## src/rtl/nib_seq_pkg.sv

```systemverilog
package nib_seq_pkg;

    localparam logic [7:0] ESC_A    = 8'h23;
    localparam logic [7:0] ESC_B    = 8'h33;
    localparam logic [7:0] IND_LOAD = 8'hBF;
    localparam logic [7:0] IND_JUMP = 8'hFF;

    typedef enum logic [1:0] {
        SK_EXEC = 2'd0,
        SK_DROP = 2'd1,
        SK_IRQ  = 2'd2
    } step_kind_e;

    typedef enum logic [1:0] {
        FL_PLAIN = 2'd0,
        FL_LJMP  = 2'd1,
        FL_LCALL = 2'd2,
        FL_PAGE  = 2'd3
    } flow_e;

    typedef enum logic {
        PH_DISPATCH = 1'b0,
        PH_SETTLE   = 1'b1
    } phase_e;

endpackage

```

## src/rtl/nib_seq_decode.sv

```systemverilog
module nib_seq_decode
    import nib_seq_pkg::*;
(
    input  logic [7:0] b0,
    input  logic [7:0] b1,
    output logic       two_byte,
    output logic [1:0] cost,
    output logic       addr_load,
    output logic       indirect,
    output logic       blocks_irq,
    output flow_e      flow
);

    logic escape;
    logic esc_load;

    always_comb begin
        escape   = (b0 == ESC_A) || (b0 == ESC_B);
        esc_load = (b0 == ESC_B) && (b1[7:6] == 2'b10) &&
                   (b1[3:0] >= 4'd1) && (b1[3:0] <= 4'd8);

        two_byte  = 1'b0;
        cost      = 2'd1;
        addr_load = 1'b0;
        indirect  = 1'b0;
        flow      = FL_PLAIN;

        if (escape) begin
            two_byte  = 1'b1;
            cost      = 2'd2;
            addr_load = esc_load;
        end else if (b0[7:2] == 6'b011000) begin
            two_byte = 1'b1;
            cost     = 2'd2;
            flow     = FL_LJMP;
        end else if (b0[7:2] == 6'b011010) begin
            two_byte = 1'b1;
            cost     = 2'd2;
            flow     = FL_LCALL;
        end else if ((b0 == IND_LOAD) || (b0 == IND_JUMP)) begin
            indirect = 1'b1;
            cost     = 2'd2;
        end else if (b0[7]) begin
            flow = FL_PAGE;
        end else if ((b0[7:6] == 2'b00) && b0[3]) begin
            addr_load = 1'b1;
        end

        blocks_irq = (flow != FL_PLAIN);
    end

endmodule

```

## src/rtl/nib_seq_target.sv

```systemverilog
module nib_seq_target
    import nib_seq_pkg::*;
#(
    parameter int PC_W = 10
) (
    input  logic [PC_W-1:0] pc,
    input  logic [7:0]      b0,
    input  logic [7:0]      b1,
    input  flow_e           flow,
    input  logic            two_byte,
    output logic [PC_W-1:0] next_pc,
    output logic            push_en,
    output logic [PC_W-1:0] push_addr
);

    localparam int PAGE_LO = 6;
    localparam int HALF_LO = 7;

    logic [PC_W-1:0] pc1;
    logic [PC_W-1:0] pc2;
    logic            low_pages;

    always_comb begin
        pc1       = pc + PC_W'(1);
        pc2       = pc + PC_W'(2);
        low_pages = (pc1[9:7] == 3'b001);
        next_pc   = two_byte ? pc2 : pc1;
        push_en   = 1'b0;
        push_addr = pc2;

        unique case (flow)
            FL_LJMP: begin
                next_pc = PC_W'({b0[1:0], b1});
            end
            FL_LCALL: begin
                next_pc   = PC_W'({b0[1:0], b1});
                push_en   = 1'b1;
                push_addr = pc2;
            end
            FL_PAGE: begin
                if (low_pages) begin
                    next_pc = {pc1[PC_W-1:HALF_LO], b0[6:0]};
                end else if (b0[7:6] == 2'b11) begin
                    next_pc = {pc1[PC_W-1:PAGE_LO], b0[5:0]};
                end else begin
                    next_pc   = PC_W'({4'b0010, b0[5:0]});
                    push_en   = 1'b1;
                    push_addr = pc1;
                end
            end
            default: ;
        endcase
    end

endmodule

```

## src/rtl/nib_seq.sv

```systemverilog
module nib_seq
    import nib_seq_pkg::*;
#(
    parameter int              PC_W           = 10,
    parameter logic [PC_W-1:0] IRQ_VECTOR     = 'h0FF,
    parameter bit              RESTORE_ON_RET = 1'b1,
    parameter logic [7:0]      RET_OP         = 8'h48
) (
    input  logic            clk,
    input  logic            rst_n,
    output logic [PC_W-1:0] rom_addr,
    output logic [PC_W-1:0] rom_addr_nxt,
    input  logic [7:0]      rom_byte0,
    input  logic [7:0]      rom_byte1,
    input  logic            wake_in,
    input  logic            dp_skip,
    input  logic            dp_pc_load,
    input  logic [PC_W-1:0] dp_pc_addr,
    input  logic            irq_en_load,
    input  logic            irq_en_val,
    output logic            exec_valid,
    output logic [7:0]      exec_op,
    output logic [7:0]      exec_arg,
    output logic            push_valid,
    output logic [PC_W-1:0] push_pc,
    output logic            step_valid,
    output logic [1:0]      step_kind,
    output logic [PC_W-1:0] step_pc,
    output logic [1:0]      step_cycles,
    output logic            irq_taken
);

    typedef struct packed {
        phase_e          phase;
        logic [PC_W-1:0] pc;
        logic            skip;
        logic            run;
        logic            saved_skip;
        logic            irq_en;
        logic            wake_hist;
        logic            exec_valid;
        logic [7:0]      exec_op;
        logic [7:0]      exec_arg;
        logic            push_valid;
        logic [PC_W-1:0] push_pc;
        logic            step_valid;
        step_kind_e      step_kind;
        logic [PC_W-1:0] step_pc;
        logic [1:0]      step_cycles;
        logic            irq_taken;
    } seq_state_t;

    seq_state_t state_d, state_q;

    logic            dec_two;
    logic [1:0]      dec_cost;
    logic            dec_load;
    logic            dec_ind;
    logic            dec_block;
    flow_e           dec_flow;
    logic [PC_W-1:0] tgt_pc;
    logic            tgt_push;
    logic [PC_W-1:0] tgt_push_addr;
    logic [PC_W-1:0] pc_past;
    logic            irq_fire;

    nib_seq_decode u_dec (
        .b0         (rom_byte0),
        .b1         (rom_byte1),
        .two_byte   (dec_two),
        .cost       (dec_cost),
        .addr_load  (dec_load),
        .indirect   (dec_ind),
        .blocks_irq (dec_block),
        .flow       (dec_flow)
    );

    nib_seq_target #(.PC_W(PC_W)) u_tgt (
        .pc        (state_q.pc),
        .b0        (rom_byte0),
        .b1        (rom_byte1),
        .flow      (dec_flow),
        .two_byte  (dec_two),
        .next_pc   (tgt_pc),
        .push_en   (tgt_push),
        .push_addr (tgt_push_addr)
    );

    always_comb begin
        state_d            = state_q;
        state_d.exec_valid = 1'b0;
        state_d.push_valid = 1'b0;
        state_d.step_valid = 1'b0;
        state_d.irq_taken  = 1'b0;

        pc_past  = state_q.pc + (dec_two ? PC_W'(2) : PC_W'(1));
        irq_fire = state_q.irq_en && state_q.wake_hist && !wake_in &&
                   !state_q.run && !dec_block;

        if (state_q.phase == PH_DISPATCH) begin
            state_d.step_valid = 1'b1;
            state_d.step_pc    = state_q.pc;
            if (irq_fire) begin
                state_d.irq_en      = 1'b0;
                state_d.saved_skip  = state_q.skip;
                state_d.skip        = 1'b0;
                state_d.push_valid  = 1'b1;
                state_d.push_pc     = state_q.pc;
                state_d.pc          = IRQ_VECTOR;
                state_d.irq_taken   = 1'b1;
                state_d.step_kind   = SK_IRQ;
                state_d.step_cycles = 2'd1;
            end else begin
                if (state_q.irq_en) begin
                    state_d.wake_hist = wake_in;
                end
                if (state_q.run && dec_load) begin
                    state_d.pc          = pc_past;
                    state_d.step_kind   = SK_DROP;
                    state_d.step_cycles = dec_cost;
                end else if (state_q.skip) begin
                    state_d.skip        = 1'b0;
                    state_d.run         = 1'b0;
                    state_d.pc          = pc_past;
                    state_d.step_kind   = SK_DROP;
                    state_d.step_cycles = dec_ind ? 2'd1 : dec_cost;
                end else begin
                    state_d.run         = dec_load;
                    state_d.pc          = tgt_pc;
                    state_d.push_valid  = tgt_push;
                    state_d.push_pc     = tgt_push_addr;
                    state_d.exec_valid  = 1'b1;
                    state_d.exec_op     = rom_byte0;
                    state_d.exec_arg    = dec_two ? rom_byte1 : 8'h00;
                    state_d.step_kind   = SK_EXEC;
                    state_d.step_cycles = dec_cost;
                    state_d.phase       = PH_SETTLE;
                end
            end
        end else begin
            state_d.phase = PH_DISPATCH;
            if (RESTORE_ON_RET && (state_q.exec_op == RET_OP)) begin
                state_d.skip = state_q.saved_skip;
            end else begin
                state_d.skip = dp_skip;
            end
            if (dp_pc_load) begin
                state_d.pc = dp_pc_addr;
            end
            if (irq_en_load) begin
                state_d.irq_en = irq_en_val;
            end
        end
    end

    always_ff @(posedge clk) begin
        if (!rst_n) begin
            state_q <= '0;
        end else begin
            state_q <= state_d;
        end
    end

    assign rom_addr     = state_q.pc;
    assign rom_addr_nxt = state_q.pc + PC_W'(1);
    assign exec_valid   = state_q.exec_valid;
    assign exec_op      = state_q.exec_op;
    assign exec_arg     = state_q.exec_arg;
    assign push_valid   = state_q.push_valid;
    assign push_pc      = state_q.push_pc;
    assign step_valid   = state_q.step_valid;
    assign step_kind    = state_q.step_kind;
    assign step_pc      = state_q.step_pc;
    assign step_cycles  = state_q.step_cycles;
    assign irq_taken    = state_q.irq_taken;

endmodule

```

## config.mk

```make
export PLATFORM = sky130hd
export DESIGN_NAME = nib_seq
export DESIGN_NICKNAME = d
export VERILOG_FILES = /design/src/rtl/nib_seq_pkg.sv /design/src/rtl/nib_seq_decode.sv /design/src/rtl/nib_seq_target.sv /design/src/rtl/nib_seq.sv
export SDC_FILE = /design/constraint.sdc
export NUM_CORES = 1
export LEC_CHECK = 0
export ABC_CLOCK_PERIOD_IN_PS = 3160
export BUFFER_PORTS_ARGS = -buffer_cell sky130_fd_sc_hd__buf_4
export CAP_MARGIN = 20
export CELL_PAD_IN_SITES_DETAIL_PLACEMENT = 0
export CELL_PAD_IN_SITES_GLOBAL_PLACEMENT = 1
export CORE_MARGIN = 8
export CORE_UTILIZATION = 42
export CTS_BUF_LIST = sky130_fd_sc_hd__clkbuf_2
export DETAILED_ROUTE_END_ITERATION = 10
export PLACE_DENSITY = 0.85
export RECOVER_POWER = 50
export SLEW_MARGIN = 20
export SYNTH_ARGS = -nofsm -noshare
export SYNTH_HDL_FRONTEND = slang
export SYNTH_HIERARCHICAL = 1
export SYNTH_SLANG_ARGS = --single-unit
export TNS_END_PERCENT = 1
```

## constraint.sdc

```tcl
create_clock -name clk -period 3.16 [get_ports clk]
set_input_delay 0.158 -clock clk [delete_from_list [all_inputs] [get_ports clk]]
set_output_delay 0.158 -clock clk [all_outputs]
set_load 0.05 [all_outputs]
```

# Word level (Yosys, flattened, before mapping)
# Cells that the tools add are included.
[word_totals]
regBits = 60
out_inout_bits = 64
input_bits = 33
wordCells = 129
[op_classes]
muxes = 58
bitwise = 5
add_sub_neg = 3
eq_ne = 18
reduce_logical = 26
magnitude_cmp = 2
[ops]
columns = ["operator", "n"]
rows = [
  ["$mux W10", 9],
  ["$mux W11", 4],
  ["$mux W2", 16],
  ["$mux W28", 1],
  ["$mux W1", 24],
  ["$pmux W10 S2", 1],
  ["$eq A8 B6 Y1 const B", 2],
  ["$eq A8 B8 Y1 const B", 2],
  ["$mux W16", 1],
  ["$eq A6 B5 Y1 const B", 2],
  ["$add A10 B1 Y10 const B", 1],
  ["$add A10 B2 Y10", 1],
  ["$add A10 B2 Y10 const B", 1],
  ["$logic_and A1 B1 Y1", 9],
  ["$reduce_and A3 Y1", 3],
  ["$eq A2 B2 Y1 const B", 4],
  ["$eq A8 B7 Y1 const B", 1],
  ["$mux W8", 1],
  ["$ne A2 B2 Y1 const B", 3],
  ["$not A1 Y1", 5],
  ["$ge A4 B1 Y1 const B", 1],
  ["$le A4 B4 Y1 const B", 1],
  ["$reduce_and A2 Y1", 2],
  ["$reduce_and A4 Y1", 1],
  ["other kinds (11)", 16],
]

# Logic depth before layout (Yosys ltp)
[logic_depth]
ltp_word = 13
depth_mapped = 13
mapped_depth_nobuf = 12

# By module
# The synthesis kept the hierarchy.
[by_module_without_submodules]
columns = ["mod", "cells_each", "area_per_inst_um2", "seq_area_each_um2", "n_inst"]
rows = [
  ["nib_seq", 387, 3331.9, 1181.1, 1],
  ["nib_seq_target", 131, 948.4, 0.0, 1],
  ["nib_seq_decode", 23, 156.4, 0.0, 1],
]

# Least setup slack after synthesis
# No wires, ideal clock.
[synth_timing]
path_kind = "input port to flip-flop"
start = "in rom_byte0[2]"
end = "reg state_q (netlist bit push_pc[2])"
path_slack_ps = 788
t_required_ps = 3041
stages = 11
arrival_time_ps = 2254
path_buffers = 0
setup_time_ps = 119
cell_sequence = "nor3b_2 > nand3_1 > o2bb2ai_1 > ha_1 > a21boi_4 > o31ai_2 > or2_4 > mux2_4 > nor2_1 > mux2i_1 > o221a_2"
[synth_between]
elab_chain_cells = 11
elab_cells_between_ends = 31
classes_between = "eq/ne (9); mux (12); reduce/logical (10)"
[synth_lines]
columns = ["element", "line_no", "text"]
rows = [
  ["start, declared", "nib_seq.sv:13", "input logic [7:0] rom_byte0,"],
  ["$eq A8 B8 Y1", "nib_seq_decode.sv:40", "end else if ((b0 == IND_LOAD) || (b0 == IND_JUMP)) begin"],
  ["$logic_or A1 B1 Y1", "nib_seq_decode.sv:40", ""],
  ["$mux W2", "nib_seq_decode.sv:40", ""],
  ["$mux W2", "nib_seq_decode.sv:36", "end else if (b0[7:2] == 6'b011010) begin"],
  ["$mux W2", "nib_seq_decode.sv:32", "end else if (b0[7:2] == 6'b011000) begin"],
  ["$mux W2 *", "nib_seq_decode.sv:28", "if (escape) begin"],
  ["named net dec_flow[1]", "nib_seq.sv:60", "flow_e dec_flow;"],
  ["$eq A2 B2 Y1 *", "nib_seq_target.sv:31", "unique case (flow)"],
  ["$mux W10 *", "nib_seq_target.sv:31", ""],
  ["named net tgt_push_addr[2]", "nib_seq.sv:63", "logic [PC_W-1:0] tgt_push_addr;"],
  ["$mux W28 *", "nib_seq.sv:121", "end else if (state_q.skip) begin"],
  ["$mux W11 *", "nib_seq.sv:117", "if (state_q.run && dec_load) begin"],
  ["$mux W11 *", "nib_seq.sv:103", "if (irq_fire) begin"],
  ["end signal, assigned", "nib_seq.sv:160", "state_q <= state_d;"],
  ["end, declared", "nib_seq.sv:53", "seq_state_t state_d, state_q;"],
]
# Mark *: on every way through the listed nets, which the timed path passes. The rest lies on a longest branch. The select of a mux whose other input is x is not followed.
# A chain may end at the register's enable or synchronous reset.

# Final worst setup path
[layout_timing]
start = "in rom_byte0[2]"
end = "reg state_q (netlist bit push_pc[6])"
# The elaborated chain is that of the path after synthesis.

==> results.tsv <==
stage	metric	value	unit
synth	synth_edf_count	0	
clocking	cts_sinks	59	
sta	finalSetupViolations	0	
floorplanning	initial_utilization	43.2	%
global_routing	grt.total_usage	19.1	%
critical_path	cp.required	3.53	ns
sta	fin_worst_skew	0.0268	ns
critical_path	max_stage_delay	0.53	ns
critical_path	end_kind	flip-flop	
synth	postSynthCellCount	541	
sta	relSlewSlack	28.4	%
critical_path	cp.arrival	3.35	ns
status	status	completed	
routing	viasPerCell	5.61	
clocking	clockBufferDepth	2	
place	place_area	4900	µm²
synth	synth-seq-cells	59	
synth	ys_types	71	
clocking	postCtsResizedCells	0	
routing	dr.first_iter.drc_count	295	
place	place_hpwl	10100	µm
place	io_buffers	96	
clocking	cts_tree	done	
routing	dr.pass1.iters	5	
sta	rsz0062_at_grt	false	
min_path	hold_class	in -> reg	
floorplanning	die_w	119	µm
global_routing	met1_usage	25.5	%
global_routing	antenna_found_initial	1	
power	p_leak	1.97	nW
routing	detail-route-antenna-nets	0	
sta	tightestPinTransition	1.07	ns
sta	tns	0	ns
synth	ys_seq_area_share	26.6	%
sta	clock.fmax	0.336	GHz
clocking	insertion_delay	0.48	ns
place	dp_cells	706	
clocking	cts_root_buffer	clkbuf_2	
floorplanning	core_region_area	10300	µm²
routing	wl	13700	µm
clocking	htree_levels	3	
global_routing	gr-total-overflow	0	
sta	hold_violations	0	
floorplanning	io_pins	97	
cells_and_area	stdcell_count	740	
power	p_per_area	452	nW/µm²
global_routing	met3_usage	4.33	%
cells_and_area	fin_area	4980	µm²
cells_and_area	drive_gt1_share	18.9	%
synth	async_flop_share	0	%
run	cap_violations	0	
routing	vias	4148	
sta	report.final.slew_viol_count	0	
critical_path	path_buf_inv	2	
critical_path	path_common_cell	mux2i_1	
critical_path	crit_fanout	6	
global_routing	grt_pass1_vias	4059	
clocking	cts_buffers	9	
synth	synth_area_per_cell	8.20	µm²
synth	mappedNetlistArea	4440	µm²
critical_path	critPathLaunchType	primary input	
place	place_congestion	0.912	
routing	remaining_drc_errors	0	
critical_path	critPathTopFamily	compound AO/OA/AOI/OAI gates	
clocking	clk_pin_slew	0.17	ns
synth	synthFlopType	dfxtp_1	
critical_path	cpMaxStageDelayCell	dlygate4sd3_1	
floorplanning	dieHeight	119	µm
global_routing	top_usage_layer	met2	
critical_path	crit_type	in -> reg	
critical_path	worstPathCellList	dlygate4sd3_1 -> buf_4 -> nor3b_2 -> nand3_1 -> o2bb2ai_1 -> ha_1 -> a21boi_4 -> mux2i_1 -> nand3_1 -> mux2i_1 -> xor2_1 -> nor2_1 -> mux2i_1 -> o221a_2	
sta	min_period	2.97	ns
synth	syn_nets	583	
synth	ys.warnings.count	6	
floorplanning	num_rows	37	
cells_and_area	fin_nets	640	
global_routing	grt_pass1_wl	22300	µm
routing	wl_per_cell	18.5	µm
global_routing	use_met2	30.2	%
floorplanning	dieArea	14100	µm²
global_routing	grt_max_degree	58	
cells_and_area	syn_to_final_growth	12.2	%
sta	fin_crit_sh	94.1	%
power	ir_drop	0.000182	V
## cell usage after synthesis (14+ instances only)
cell       n  area (µm²)
dfxtp_1   59        1180
nand2_1   55         206
buf_4     54         405
mux2i_1   32         320
nor2_1    29         109
nand3_1   25         125
o21ai_0   24         120
a21oi_1   23         115
inv_1     23        86.3
a21boi_0  19         143
xnor2_1   19         166
clkbuf_1  14        52.6
nor2b_1   14        87.6
## cells in the final DEF, fill, tap and decap left out, types with 3 or more instances in the layout
cell and n:
nor2b_1 14, o221a_2 12, o21ai_0 24, a311oi_1 3, nor3_1 8, o31ai_1 6
clkbuf_2 10, or3_1 3, inv_1 23, o2bb2ai_1 3, buf_4 60, ha_1 8
clkbuf_1 54, xor2_1 9, dfxtp_1 59, clkinv_2 3, nand3_1 25, mux2i_1 32
nor2_1 29, xnor2_1 19, nand4_1 5, nand2_1 55, a21oi_1 23, dlygate4sd3_1 17
a31oi_1 6, o21a_1 5, a221oi_1 7, a21boi_0 19, nand2b_1 4, and3_1 3
nor4b_1 3
## cells by family (layout without fill, tap and decap cells)
group                    Yosys count  count (layout)  synth area share [%]
AO/OA/AOI/OAI                    129             129                  21.8
XOR/XNOR                          28              28                  5.53
adder cells (fa/ha/maj)            9               9                  2.71
buffers and inverters            108             170                  14.6
flip-flops                        59              59                  26.6
multiplexers                      35              35                  8.07
other                              0               1                     0
AND/OR/NAND/NOR                  173             173                  20.6
## final cells by class
type	count	area, µm²
Clock inverter	6	56.3
Antenna cell	1	2.50
Sequential cell	59	1180
Multi-Input combinational cell	374	2610
Timing Repair Buffer	131	823
Tap cell	136	170
Fill cell	1078	5300
Inverter	23	86.3
Clock buffer	10	50.0
## path summary, 6_finish.rpt
path | slack (ns) | from | endpoint | cells past startpoint
max | 0.19 | rom_byte0[2] | push_pc[6]$_SDFFE_PN0P_ | 14
min | 0.03 | rom_byte0[7] | exec_op[7]$_SDFFE_PN0P_ | 3
max reg2reg | 0.24 | rom_addr[0]$_SDFFE_PN0P_ | rom_addr[8]$_SDFFE_PN0P_ | 8
min reg2reg | 0.47 | exec_arg[5]$_SDFFE_PN0P_ | exec_arg[5]$_SDFFE_PN0P_ | 2
## through the flow
step                hold slack, ns  total power, mW  utilization, %  worst slack [ns]
finish                      0.0342             2.25            48.4             0.188
global route                0.0189             2.36            48.4            0.0241
CTS                        0.00732             2.30            50.4             0.261
detailed placement           0.456             1.82            47.7             0.302
global placement             0.447             1.81            47.7             0.440
floorplan                    0.303             1.59               -             0.788
## registers in the layout (all words and copies together), names as in the netlist
name	cells
push_valid	1
rom_addr	10
step_valid	1
step_cycles	2
state_q	6
exec_arg	8
exec_op	8
irq_taken	1
step_pc	10
step_kind	2
push_pc	10
## worst reg2reg max path, cell delays in order, from the launching register on
cell	delay (ns)
dfxtp_1	0.36
clkbuf_1	0.74
ha_1	0.31
inv_1	0.06
fa_1	0.41
nand3b_1	0.26
o21a_1	0.24
o311ai_0	0.32
a21oi_1	0.13
## report_power, final
group          internal (mW)  switching [mW]
clock network          0.180           0.291
logic                  0.285           0.608
registers              0.804          0.0827
total                   1.27           0.982
## routing by layer
metal | up-vias | part of all wire (%)
met5 | - | 0
met4 | 0 | 1.5
met3 | 16 | 6.1
met2 | 157 | 46
met1 | 2000 | 47
li1 | 1975 | -
## what timing repair did
| action | in CTS | in global routing |
|---|---|---|
| hold buffers | 17 | 0 |
| setup buffers | 0 | 0 |
| endpoints found under the hold margin | 17 | 0 |
Power figures use the tool's default switching activity.
